[src/rtl/pcu_pkg.sv]
package pcu_pkg;
  typedef enum logic [1:0] {
    SRC_SEQ = 2'd0,
    SRC_REG = 2'd1,
    SRC_IMM = 2'd2,
    SRC_BR  = 2'd3
  } pcu_src_e;
endpackage

[src/rtl/pcu_src_arb.sv]
module pcu_src_arb
  import pcu_pkg::*;
(
  input  logic     br_take,
  input  logic     jmp_imm_sel,
  input  logic     jmp_reg_sel,
  output pcu_src_e src
);
  // The branch belongs to the older instruction, so it wins.
  always_comb begin
    if (br_take)          src = SRC_BR;
    else if (jmp_imm_sel) src = SRC_IMM;
    else if (jmp_reg_sel) src = SRC_REG;
    else                  src = SRC_SEQ;
  end
endmodule

[src/rtl/pcu_target_mux.sv]
module pcu_target_mux
  import pcu_pkg::*;
#(
  parameter int ADDR_W      = 16,
  parameter int INSTR_BYTES = 4,
  parameter logic [ADDR_W-1:0] RESET_ADDR = '0
) (
  input  logic              rst,
  input  pcu_src_e          src,
  input  logic [ADDR_W-1:0] pc_q,
  input  logic [ADDR_W-1:0] reg_target,
  input  logic [ADDR_W-1:0] jmp_imm,
  input  logic [ADDR_W-1:0] exe_seq_addr,
  input  logic [ADDR_W-1:0] br_off,
  output logic [ADDR_W-1:0] seq_addr,
  output logic [ADDR_W-1:0] next_pc
);
  localparam int ALIGN_W = $clog2(INSTR_BYTES);
  localparam logic [ADDR_W-1:0] STEP = ADDR_W'(INSTR_BYTES);
  localparam logic [ADDR_W-1:0] ALIGN_MASK = ~ADDR_W'(INSTR_BYTES - 1);

  logic [ADDR_W-1:0] reg_tgt, imm_tgt, br_tgt;

  assign seq_addr = (pc_q + STEP) & ALIGN_MASK;
  assign reg_tgt  = reg_target & ALIGN_MASK;
  assign imm_tgt  = jmp_imm << ALIGN_W;
  assign br_tgt   = (exe_seq_addr + br_off) & ALIGN_MASK;

  always_comb begin
    if (rst) next_pc = RESET_ADDR;
    else begin
      unique case (src)
        SRC_BR:  next_pc = br_tgt;
        SRC_IMM: next_pc = imm_tgt;
        SRC_REG: next_pc = reg_tgt;
        default: next_pc = seq_addr;
      endcase
    end
  end
endmodule

[src/rtl/pcu_pc_reg.sv]
module pcu_pc_reg #(
  parameter int ADDR_W = 16,
  parameter logic [ADDR_W-1:0] RESET_ADDR = '0
) (
  input  logic              clk,
  input  logic              rst,
  input  logic [ADDR_W-1:0] d,
  output logic [ADDR_W-1:0] q
);
  always_ff @(posedge clk) begin
    if (rst) q <= RESET_ADDR;
    else     q <= d;
  end
endmodule

[src/rtl/pcu_fetch_pc.sv]
module pcu_fetch_pc
  import pcu_pkg::*;
#(
  parameter int ADDR_W      = 16,
  parameter int INSTR_BYTES = 4,
  parameter logic [ADDR_W-1:0] RESET_ADDR = '0
) (
  input  logic              clk,
  input  logic              rst,
  input  logic              jmp_reg_sel,
  input  logic              jmp_imm_sel,
  input  logic              br_take,
  input  logic [ADDR_W-1:0] reg_target,
  input  logic [ADDR_W-1:0] jmp_imm,
  input  logic [ADDR_W-1:0] exe_seq_addr,
  input  logic [ADDR_W-1:0] br_off,
  output logic [ADDR_W-1:0] pc_cur,
  output logic [ADDR_W-1:0] pc_seq,
  output logic [ADDR_W-1:0] fetch_addr
);
  pcu_src_e          src;
  logic [ADDR_W-1:0] pc_q, nxt;

  pcu_src_arb u_arb (
    .br_take    (br_take),
    .jmp_imm_sel(jmp_imm_sel),
    .jmp_reg_sel(jmp_reg_sel),
    .src        (src)
  );

  pcu_target_mux #(
    .ADDR_W(ADDR_W), .INSTR_BYTES(INSTR_BYTES), .RESET_ADDR(RESET_ADDR)
  ) u_mux (
    .rst         (rst),
    .src         (src),
    .pc_q        (pc_q),
    .reg_target  (reg_target),
    .jmp_imm     (jmp_imm),
    .exe_seq_addr(exe_seq_addr),
    .br_off      (br_off),
    .seq_addr    (pc_seq),
    .next_pc     (nxt)
  );

  pcu_pc_reg #(.ADDR_W(ADDR_W), .RESET_ADDR(RESET_ADDR)) u_reg (
    .clk(clk), .rst(rst), .d(nxt), .q(pc_q)
  );

  // The fetch address leaves before the register to save a cycle.
  assign fetch_addr = nxt;
  assign pc_cur     = pc_q;
endmodule

[config.mk]
export PLATFORM = sky130hd
export DESIGN_NAME = pcu_fetch_pc
export DESIGN_NICKNAME = d
export VERILOG_FILES = /design/src/rtl/pcu_pkg.sv /design/src/rtl/pcu_src_arb.sv /design/src/rtl/pcu_target_mux.sv /design/src/rtl/pcu_pc_reg.sv /design/src/rtl/pcu_fetch_pc.sv
export SDC_FILE = /design/constraint.sdc
export NUM_CORES = 1
export LEC_CHECK = 0
export BUFFER_PORTS_ARGS = -buffer_cell sky130_fd_sc_hd__buf_2
export CAP_MARGIN = 25
export CORE_MARGIN = 2
export CORE_UTILIZATION = 45
export CTS_CLUSTER_DIAMETER = 60
export CTS_CLUSTER_SIZE = 28
export DETAILED_ROUTE_END_ITERATION = 10
export GPL_ROUTABILITY_DRIVEN = 0
export PLACE_DENSITY = 0.95
export SLEW_MARGIN = 5
export SYNTH_ARGS = -nofsm -noshare
export SYNTH_HDL_FRONTEND = slang
export SYNTH_SLANG_ARGS = --single-unit
[constraint.sdc]
create_clock -name clk -period 4.1 [get_ports clk]
set_input_delay 0.82 -clock clk [delete_from_list [all_inputs] [get_ports clk]]
set_output_delay 0.82 -clock clk [all_outputs]
set_load 0.02 [all_outputs]
==> summary by stage, run 1 <==
Finish
The count of non-filler cells in the finished layout is 373. The leading cell type in the layout, fill and taps excluded is sky130_fd_sc_hd__buf_2. The finished cells cover around 0.0023 mm^2.

The relative area change from synthesis to final layout is 34.43%. The antenna diode count is 0. In the final layout, the share of cells above drive strength 1 is 0.3908. The register with the most flip-flops in the layout has 14 of them.

The largest registers in the layout are u_reg.q (14). In the layout the commonest cells are sky130_fd_sc_hd__buf_2, sky130_fd_sc_hd__a21oi_1, sky130_fd_sc_hd__nor2_1. The register with the most flip-flops is u_reg.q.

The net count reported at finish is between 400 and 500. The share of the core filled with cells is 0.6312.

Synth
Sorting the synthesized cells by area gives the leading types as sky130_fd_sc_hd__dfxtp_1, sky130_fd_sc_hd__ha_1, sky130_fd_sc_hd__a21oi_1, sky130_fd_sc_hd__xor2_1, sky130_fd_sc_hd__xnor2_1. In this run the cell area of the synthesized design comes to roughly 0.0017 mm^2. Of the total synthesized cell area, the portion taken by full adders, half adders and majority gates is 0.1092. The proportion of netlist area held by the largest area contributor is 0.1630. The average cell area after synthesis is ~7.7 um^2. Of the total synthesized cell area, the portion taken by XOR and XNOR cells is 0.1266. The mux share of post-synthesis cell area is 0. The library cell occupying the most area in the post-synthesis netlist is sky130_fd_sc_hd__dfxtp_1. The count of flip-flops with a built-in enable after synthesis is 0. After synthesis, the largest family of logic cells by area is compound AO/OA/AOI/OAI gates. The post-synthesis compound-gate area fraction is 0.3399.

The count of different cell masters after synthesis is 52. During synthesis, Yosys emitted a total of 0 warnings. The primary flip-flop cell chosen by synthesis mapping is sky130_fd_sc_hd__dfxtp_1. For this run, the register share of the synthesized area comes to 0.1630. The fraction of registers with async set or reset after synthesis is 0.

The cell count after synthesis came out at between 200 and 250. Of the total synthesized cell area, the portion taken by AND, OR, NAND and NOR gates is 0.1994. The flip-flop and latch count after synthesis is 14.

GRT
The largest net degree at the start of global routing is 21. The number of global-route vias before repair is ~1.9k. The combined global-route utilization of all metal layers is 0.2428. Global routing finished with a remaining overflow of 0.

The number of antenna violations at the first check in global routing came to 0. The global-route wire length before repair is between 8000 and 9000 um.

Clock tree
The longest clock path from root to sink contains 2 buffers. The CTS buffer count is 3. Clock-pin slew was measured on the worst setup and hold paths at around 50 ps.

The post-CTS repair timing setup buffer count is 0. CTS placed an instance of sky130_fd_sc_hd__clkbuf_8 at the clock tree root. Clock tree synthesis found a total of 14 sinks. The total of hold buffers inserted after clock tree synthesis is 0. In this run the number of H-tree levels came out at 1. The number of cells upsized or downsized after cts is 0.

TritonCTS built the clock tree. Clock latency on the worst-skew pair, taken at its later pin, is roughly 250 ps.

Route
The post-detailed-routing wire length is around 5300 um. The routed wirelength normalized by instance count is between 10 and 15 um. In the routed design, unresolved DRC markers number 0. The number of DRC violations after detailed-routing iteration 0 is 148.

The number of iterations in the first detailed-routing pass is 4. The final route contains about 2.2k vias. Using the TritonRoute via totals, the vias-per-cell ratio works out to 5.769. The count of nets left with antenna violations once routing finished came out at 0.

Floorplan
The die outline area is around 0.0043 mm^2. In this run the core area contains 22 standard-cell rows. The initial standard-cell utilization of the core is 0.4696. The vertical extent of the die is about 66 um. The die is roughly 66 um wide. The count of boundary I/O pins is 117.

The region available for standard cell placement spans 0.003661 mm^2.

STA
The total count of max-transition violations in the final report is 0. The final number of setup-violating endpoints is 0. The final critical path time including I/O delays and setup is 3773 ps.

The share of the clock period used by the worst path is 0.9202. The worst clock skew is between 3 and 4 ps. The highest attainable clock frequency is about 270 MHz. The slew at the pin with the worst max-slew slack is approximately 530 ps. The summed negative setup slack over all endpoints is 0 ps. Setup repair after global routing left no endpoint under its margin. The number of failing hold endpoints at the final stage is 0. In this run the tightest slew margin relative to its limit is 0.6461.

Critical path
For the worst setup path, the data required time is between 3000 and 4000 ps. The family with the most delay on the worst path is compound AO/OA/AOI/OAI gates. The maximum fanout along the worst path is 6. The largest incremental delay on the critical path is around 380 ps.

Together, buffers and inverters on the worst path number 2. For the worst setup path, the data arrival time is between 2000 and 3000 ps. The most numerous cell on the critical path is sky130_fd_sc_hd__buf_2. The critical path is of the in -> out type. STA classifies the critical path startpoint as a primary input.

The type of destination of the critical path is a primary output. Walking the worst path, the cells encountered are buf_2 > ha_1 > and2_4 > a221o_2 > a31oi_4 > o21bai_4 > xnor2_2 > a2111oi_2 > buf_2. Among all stages on the critical path, the largest delay is contributed by sky130_fd_sc_hd__a221o_2.

Status
The flow ran to the end, and the final reports show no timing, DRC or antenna violations.

Pwr
The power per cell area is about 290 mW/mm^2. The analysis attributes to cell leakage a power of around 1.1 nW. IR analysis of the VDD net gives a maximum drop of about 0.12 mV. The total power consumption of the routed design is ~0.66 mW.

Placement
Once placement finished, the instance area stood at around 0.0023 mm^2. The total of buffers placed on input and output ports is between 100 and 150. The number of placed instances with taps included is ~370. Summed over all nets, the half-perimeter wirelength after detailed placement is about 4500 um.

Worst hold path
The class of the worst hold path is reg -> reg.

Job
The max-capacitance violation count is 0.
layout make-up:
type                    instances  area, um^2
multi-input cells             194        1355
fillers                       304        1350
well taps                      48       60.06
clock buffers                   4       55.05
flip-flops and latches         14       280.3
repair buffers                107       538.0
inverters                       6       22.52
synthesized netlist by cell type, types with 2 or more instances:
master	number
sky130_fd_sc_hd__a21oi_1	25
sky130_fd_sc_hd__nor2_1	20
sky130_fd_sc_hd__ha_1	15
sky130_fd_sc_hd__dfxtp_1	14
sky130_fd_sc_hd__nand2_1	14
sky130_fd_sc_hd__o22ai_1	13
sky130_fd_sc_hd__xor2_1	12
sky130_fd_sc_hd__xnor2_1	11
sky130_fd_sc_hd__o21ai_0	9
sky130_fd_sc_hd__clkbuf_1	8
sky130_fd_sc_hd__nand3_1	8
sky130_fd_sc_hd__buf_4	6
sky130_fd_sc_hd__inv_1	6
sky130_fd_sc_hd__nand4_1	6
sky130_fd_sc_hd__nor3_1	5
sky130_fd_sc_hd__o221ai_1	5
sky130_fd_sc_hd__a31oi_1	3
sky130_fd_sc_hd__a2111oi_0	2
sky130_fd_sc_hd__a2111oi_2	2
sky130_fd_sc_hd__a211oi_1	2
sky130_fd_sc_hd__a21o_1	2
sky130_fd_sc_hd__and3_1	2
sky130_fd_sc_hd__nor3_2	2
sky130_fd_sc_hd__nor3b_1	2
sky130_fd_sc_hd__o31ai_1	2
sky130_fd_sc_hd__o32ai_1	2
worst register-to-register path, stage by stage (launching register included):
cell	delay, ps
sky130_fd_sc_hd__dfxtp_1	450
sky130_fd_sc_hd__nand4_1	270
sky130_fd_sc_hd__nor3_2	300
sky130_fd_sc_hd__nand3_1	120
sky130_fd_sc_hd__xnor2_1	160
sky130_fd_sc_hd__o21ai_0	280
sky130_fd_sc_hd__o31ai_1	120
worst paths after layout:
path	from	endpoint	slack, ps	cells past startpoint
max	exe_seq_addr[6]	fetch_addr[11]	330	9
min reg2reg	u_reg.q[2]	u_reg.q[2]	610	1
max reg2reg	u_reg.q[2]	u_reg.q[13]	2280	6
min	u_reg.q[2]	u_reg.q[2]	610	1
power by group:
part           switching, mW  leakage (nW)  internal (mW)
sequential            0.0188         0.117          0.152
clock                 0.0475        0.0288         0.0850
combinational          0.218          1.00          0.137
cells by family (layout without fill, tap and decap cells):
kind of cell | Yosys count | in the layout
compound gates | 82 | 82
other cells | 1 | 6
xor+xnor | 24 | 24
buf+inv | 21 | 117
simple gates | 67 | 67
flops | 14 | 14
fa+ha+maj | 15 | 15
stage by stage:
stage	hold slack, ps	setup slack [ps]
detailed placement	602.3	334.4
CTS	609.4	321.8
global placement	586.5	357.5
floorplan	654.8	425.5
finish	614.1	327.3
global route	640.8	224.7
layer usage:
metal	share of wire	vias up	global-route usage
li1	-	1048	-
met1	0.39	968	0.2914
met2	0.50	119	0.4343
met3	0.073	17	0.02044
met4	0.031	0	0.1120
met5	0	-	0
No activity file was read; power rests on OpenSTA's default activity.
==> run 2: changes to the inputs <==
--- a/config.mk
+++ b/config.mk
@@ -7,7 +7,7 @@
 export LEC_CHECK = 0
 export BUFFER_PORTS_ARGS = -buffer_cell sky130_fd_sc_hd__buf_2
 export CAP_MARGIN = 25
-export CORE_MARGIN = 2
+export CORE_MARGIN = 1.5
 export CORE_UTILIZATION = 45
 export CTS_CLUSTER_DIAMETER = 60
 export CTS_CLUSTER_SIZE = 28
==> run 2 against run 1 <==
  * Sequential power is essentially flat
  * Final cell count stayed put
  * Critical path type unchanged
  * Routed wire length shrank 4.7%
  * Critical endpoint unchanged
  * Non-clock buffer count unchanged
  * Register-to-register slack is essentially flat
  * Sequential cell count unchanged
  * Combinational power hardly changed
  * Largest power group unchanged
  * Final area stayed put
==> summary by stage, run 2 (synthesized netlist as in run 1, its figures left out) <==
Status
The flow ran to the end, and the final reports show no timing, DRC or antenna violations.

STA
Setup repair after global routing left no endpoint under its margin. The slew at the pin with the worst max-slew slack is 537.5 ps (+7.881 ps). The number of failing hold endpoints at the final stage is 0 (unchanged). The share of the clock period used by the worst path is 0.9222 (+0.002040). The worst max-slew margin expressed relative to the limit came to 0.6324 (-0.01367). The tightest hold margin is 622.5 ps (+8.419 ps). The total count of max-transition violations in the final report is 0 (unchanged). The final critical path time including I/O delays and setup is 3781 ps (+8.366 ps).

The highest attainable clock frequency is 264.5 MHz (-0.22%). The summed negative setup slack over all endpoints is 0 ps (unchanged). The final number of setup-violating endpoints is 0 (unchanged). The worst clock skew is 0.6904 ps (-2.844 ps).

Finish
The antenna diode count is 0 (unchanged). The library cells used most frequently in the layout, excluding fill and tap cells, are sky130_fd_sc_hd__buf_2, sky130_fd_sc_hd__a21oi_1, sky130_fd_sc_hd__nor2_1. The number of flip-flops in the largest register is 14 (unchanged). The share of the core filled with cells is 0.6312 (unchanged). The relative area change from synthesis to final layout is 34.43% (unchanged). The largest registers in the layout are u_reg.q (14). u_reg.q holds more flip-flops than any other register. The share of post-route cells with drive strength above 1 came to 0.3908 (unchanged). The final standard cell area without fillers was 0.002311 mm^2 (unchanged). The net count reported at finish is 410 (unchanged). The leading cell type in the layout, fill and taps excluded is sky130_fd_sc_hd__buf_2.

Route
The post-route antenna net violation count is 0 (unchanged). The number of remaining DRC errors is 0 (unchanged). The via total after detailed routing is 2,098 (-2.5%). The routed wirelength normalized by instance count came to 13.58 um (-4.7%).

The number of DRC violations after detailed-routing iteration 0 came to 165 (+11%). The number of iterations in the first detailed-routing pass is 4 (unchanged). The average vias per placed instance is 5.625 (-2.5%).

The post-detailed-routing wire length was 5067 um (-4.7%).

Clock tree
The number of clock sinks seen by CTS is 14 (unchanged). The root buffer cell chosen for the clock tree is sky130_fd_sc_hd__clkbuf_8. The number of cells upsized or downsized after cts is 0 (unchanged).

The maximum count of clock buffers along a single path was 2 (unchanged). The worst-skew pair later-pin latency is 240 ps (about the same). The post-CTS repair timing setup buffer count is 0 (unchanged). The total of hold buffers inserted after clock tree synthesis is 0 (unchanged). TritonCTS built the clock tree.

The H-tree depth is 1 (unchanged). The post-CTS clock slew at the launch and capture registers of the worst setup and hold paths was 60 ps (about the same). The CTS buffer count is 3 (unchanged).

Pwr
The leakage component of the power is 1.148 nW (unchanged). The switching portion of total power is 0.4294 (-0.002121). The power per cell area is 284.0 mW/mm^2 (-0.40%). The sequential share of power is 0.261 (about the same). The net switching power figure was 0.2818 mW (-0.89%).

The total power consumption of the routed design is 0.6563 mW (-0.40%). The combinational fraction of design power came to 0.537 (-0.002). The internal cell power was 0.3744 mW (about the same).

The worst supply voltage drop on vdd is 0.1142 mV (-8.1%). The clock power share is 0.202 (about the same).

Placement
The total of buffers placed on input and output ports is 106 (unchanged). The total placed instance area is 0.002256 mm^2 (unchanged). The HPWL after detailed placement came to 4261 um (-4.4%).

Floorplan
The x dimension of the die was 64.81 um (-1.5%). The vertical extent of the die is 64.81 um (-1.5%). The standard cell core area was 0.003661 mm^2 (unchanged).

The number of rows in the core area is 22 (unchanged). The initial standard-cell utilization of the core is 0.4696 (unchanged). The die outline area came to 0.004200 mm^2 (-3.0%). The count of boundary I/O pins is 117 (unchanged).

Worst hold path
The beginning of the worst hold path is u_reg.q[2]. The min-delay analysis places its worst path in the category reg -> reg.

Critical path
The type of destination of the critical path is a primary output. The critical path data required time is 3280 ps (about the same). The maximum fanout along the worst path is 6 (unchanged). The launch instance of the worst register-to-register path is u_reg.q[2]. The worst endpoint data arrival time was 2960 ps (about the same). The launching element of the worst setup path is exe_seq_addr[6].

The startpoint type of the worst setup path is a primary input. The critical setup path kind is in -> out.

GRT
The global-route congestion overflow total came to 0 (unchanged). The global-route wire length before repair is 8024 um (-4.4%). The combined global-route utilization of all metal layers is 0.2366 (-0.006225). The number of global-route vias before repair is 1,826 (-5.7%). The number of antenna violations at the first check in global routing was 0 (unchanged). The largest net degree at the start of global routing came to 21 (unchanged).

Job
The max-capacitance violation count is 0 (unchanged).
run 2: cell counts in the layout (fill, tap and decap cells not counted):
Identical to the previous run, type by type.
run 2: per-layer routing:
metal	wire, um	global-route usage	vias up
met3	307	0.02257	8
li1	-	-	1055
met2	2627	0.4265	94
met5	0	0	-
met1	2056	0.2978	941
met4	75	0.06383	0
run 2: power groups by stage:
| stage | registers (mW) | clock network, mW | logic (mW) |
|---|---|---|---|
| after floorplan | 0.191 | 0 | 0.222 |
| after global placement | 0.173 | 0 | 0.341 |
| after detailed placement | 0.174 | 0 | 0.349 |
| after CTS | 0.171 | 0.133 | 0.350 |
| after global routing | 0.174 | 0.141 | 0.382 |
| final | 0.171 | 0.133 | 0.352 |
run 2: worst paths after layout:
path | cells after the start | slack, ps | endpoint
worst max register to register | 7 | 2290 | u_reg.q[12]
worst max-delay path | 9 | 320 | fetch_addr[11]
worst min register to register | 1 | 620 | u_reg.q[2]
worst min-delay path | 1 | 620 | u_reg.q[2]
run 2: final cells by class:
cell class                 instances  area, um^2
tap                               48       60.06
sequential                        14       280.3
clock buffer                       4       55.05
inverter                           6       22.52
multi-input combinational        194        1355
timing repair buffer             107       538.0
fill                             318        1350
run 2: worst max-delay path: stages:
cell and delay, ps:
sky130_fd_sc_hd__buf_2 100, sky130_fd_sc_hd__ha_1 380, sky130_fd_sc_hd__and2_4 200, sky130_fd_sc_hd__a221o_2 380
sky130_fd_sc_hd__a31oi_4 240, sky130_fd_sc_hd__o21bai_4 110, sky130_fd_sc_hd__xnor2_2 160, sky130_fd_sc_hd__a2111oi_2 350
sky130_fd_sc_hd__buf_2 230
run 2: per-stage QoR:
stage,worst slack (ps),std cells
floorplan,425.5,229
global placement,354.2,369
detailed placement,317.4,369
CTS,306.9,373
global route,196.2,373
finish,318.9,373
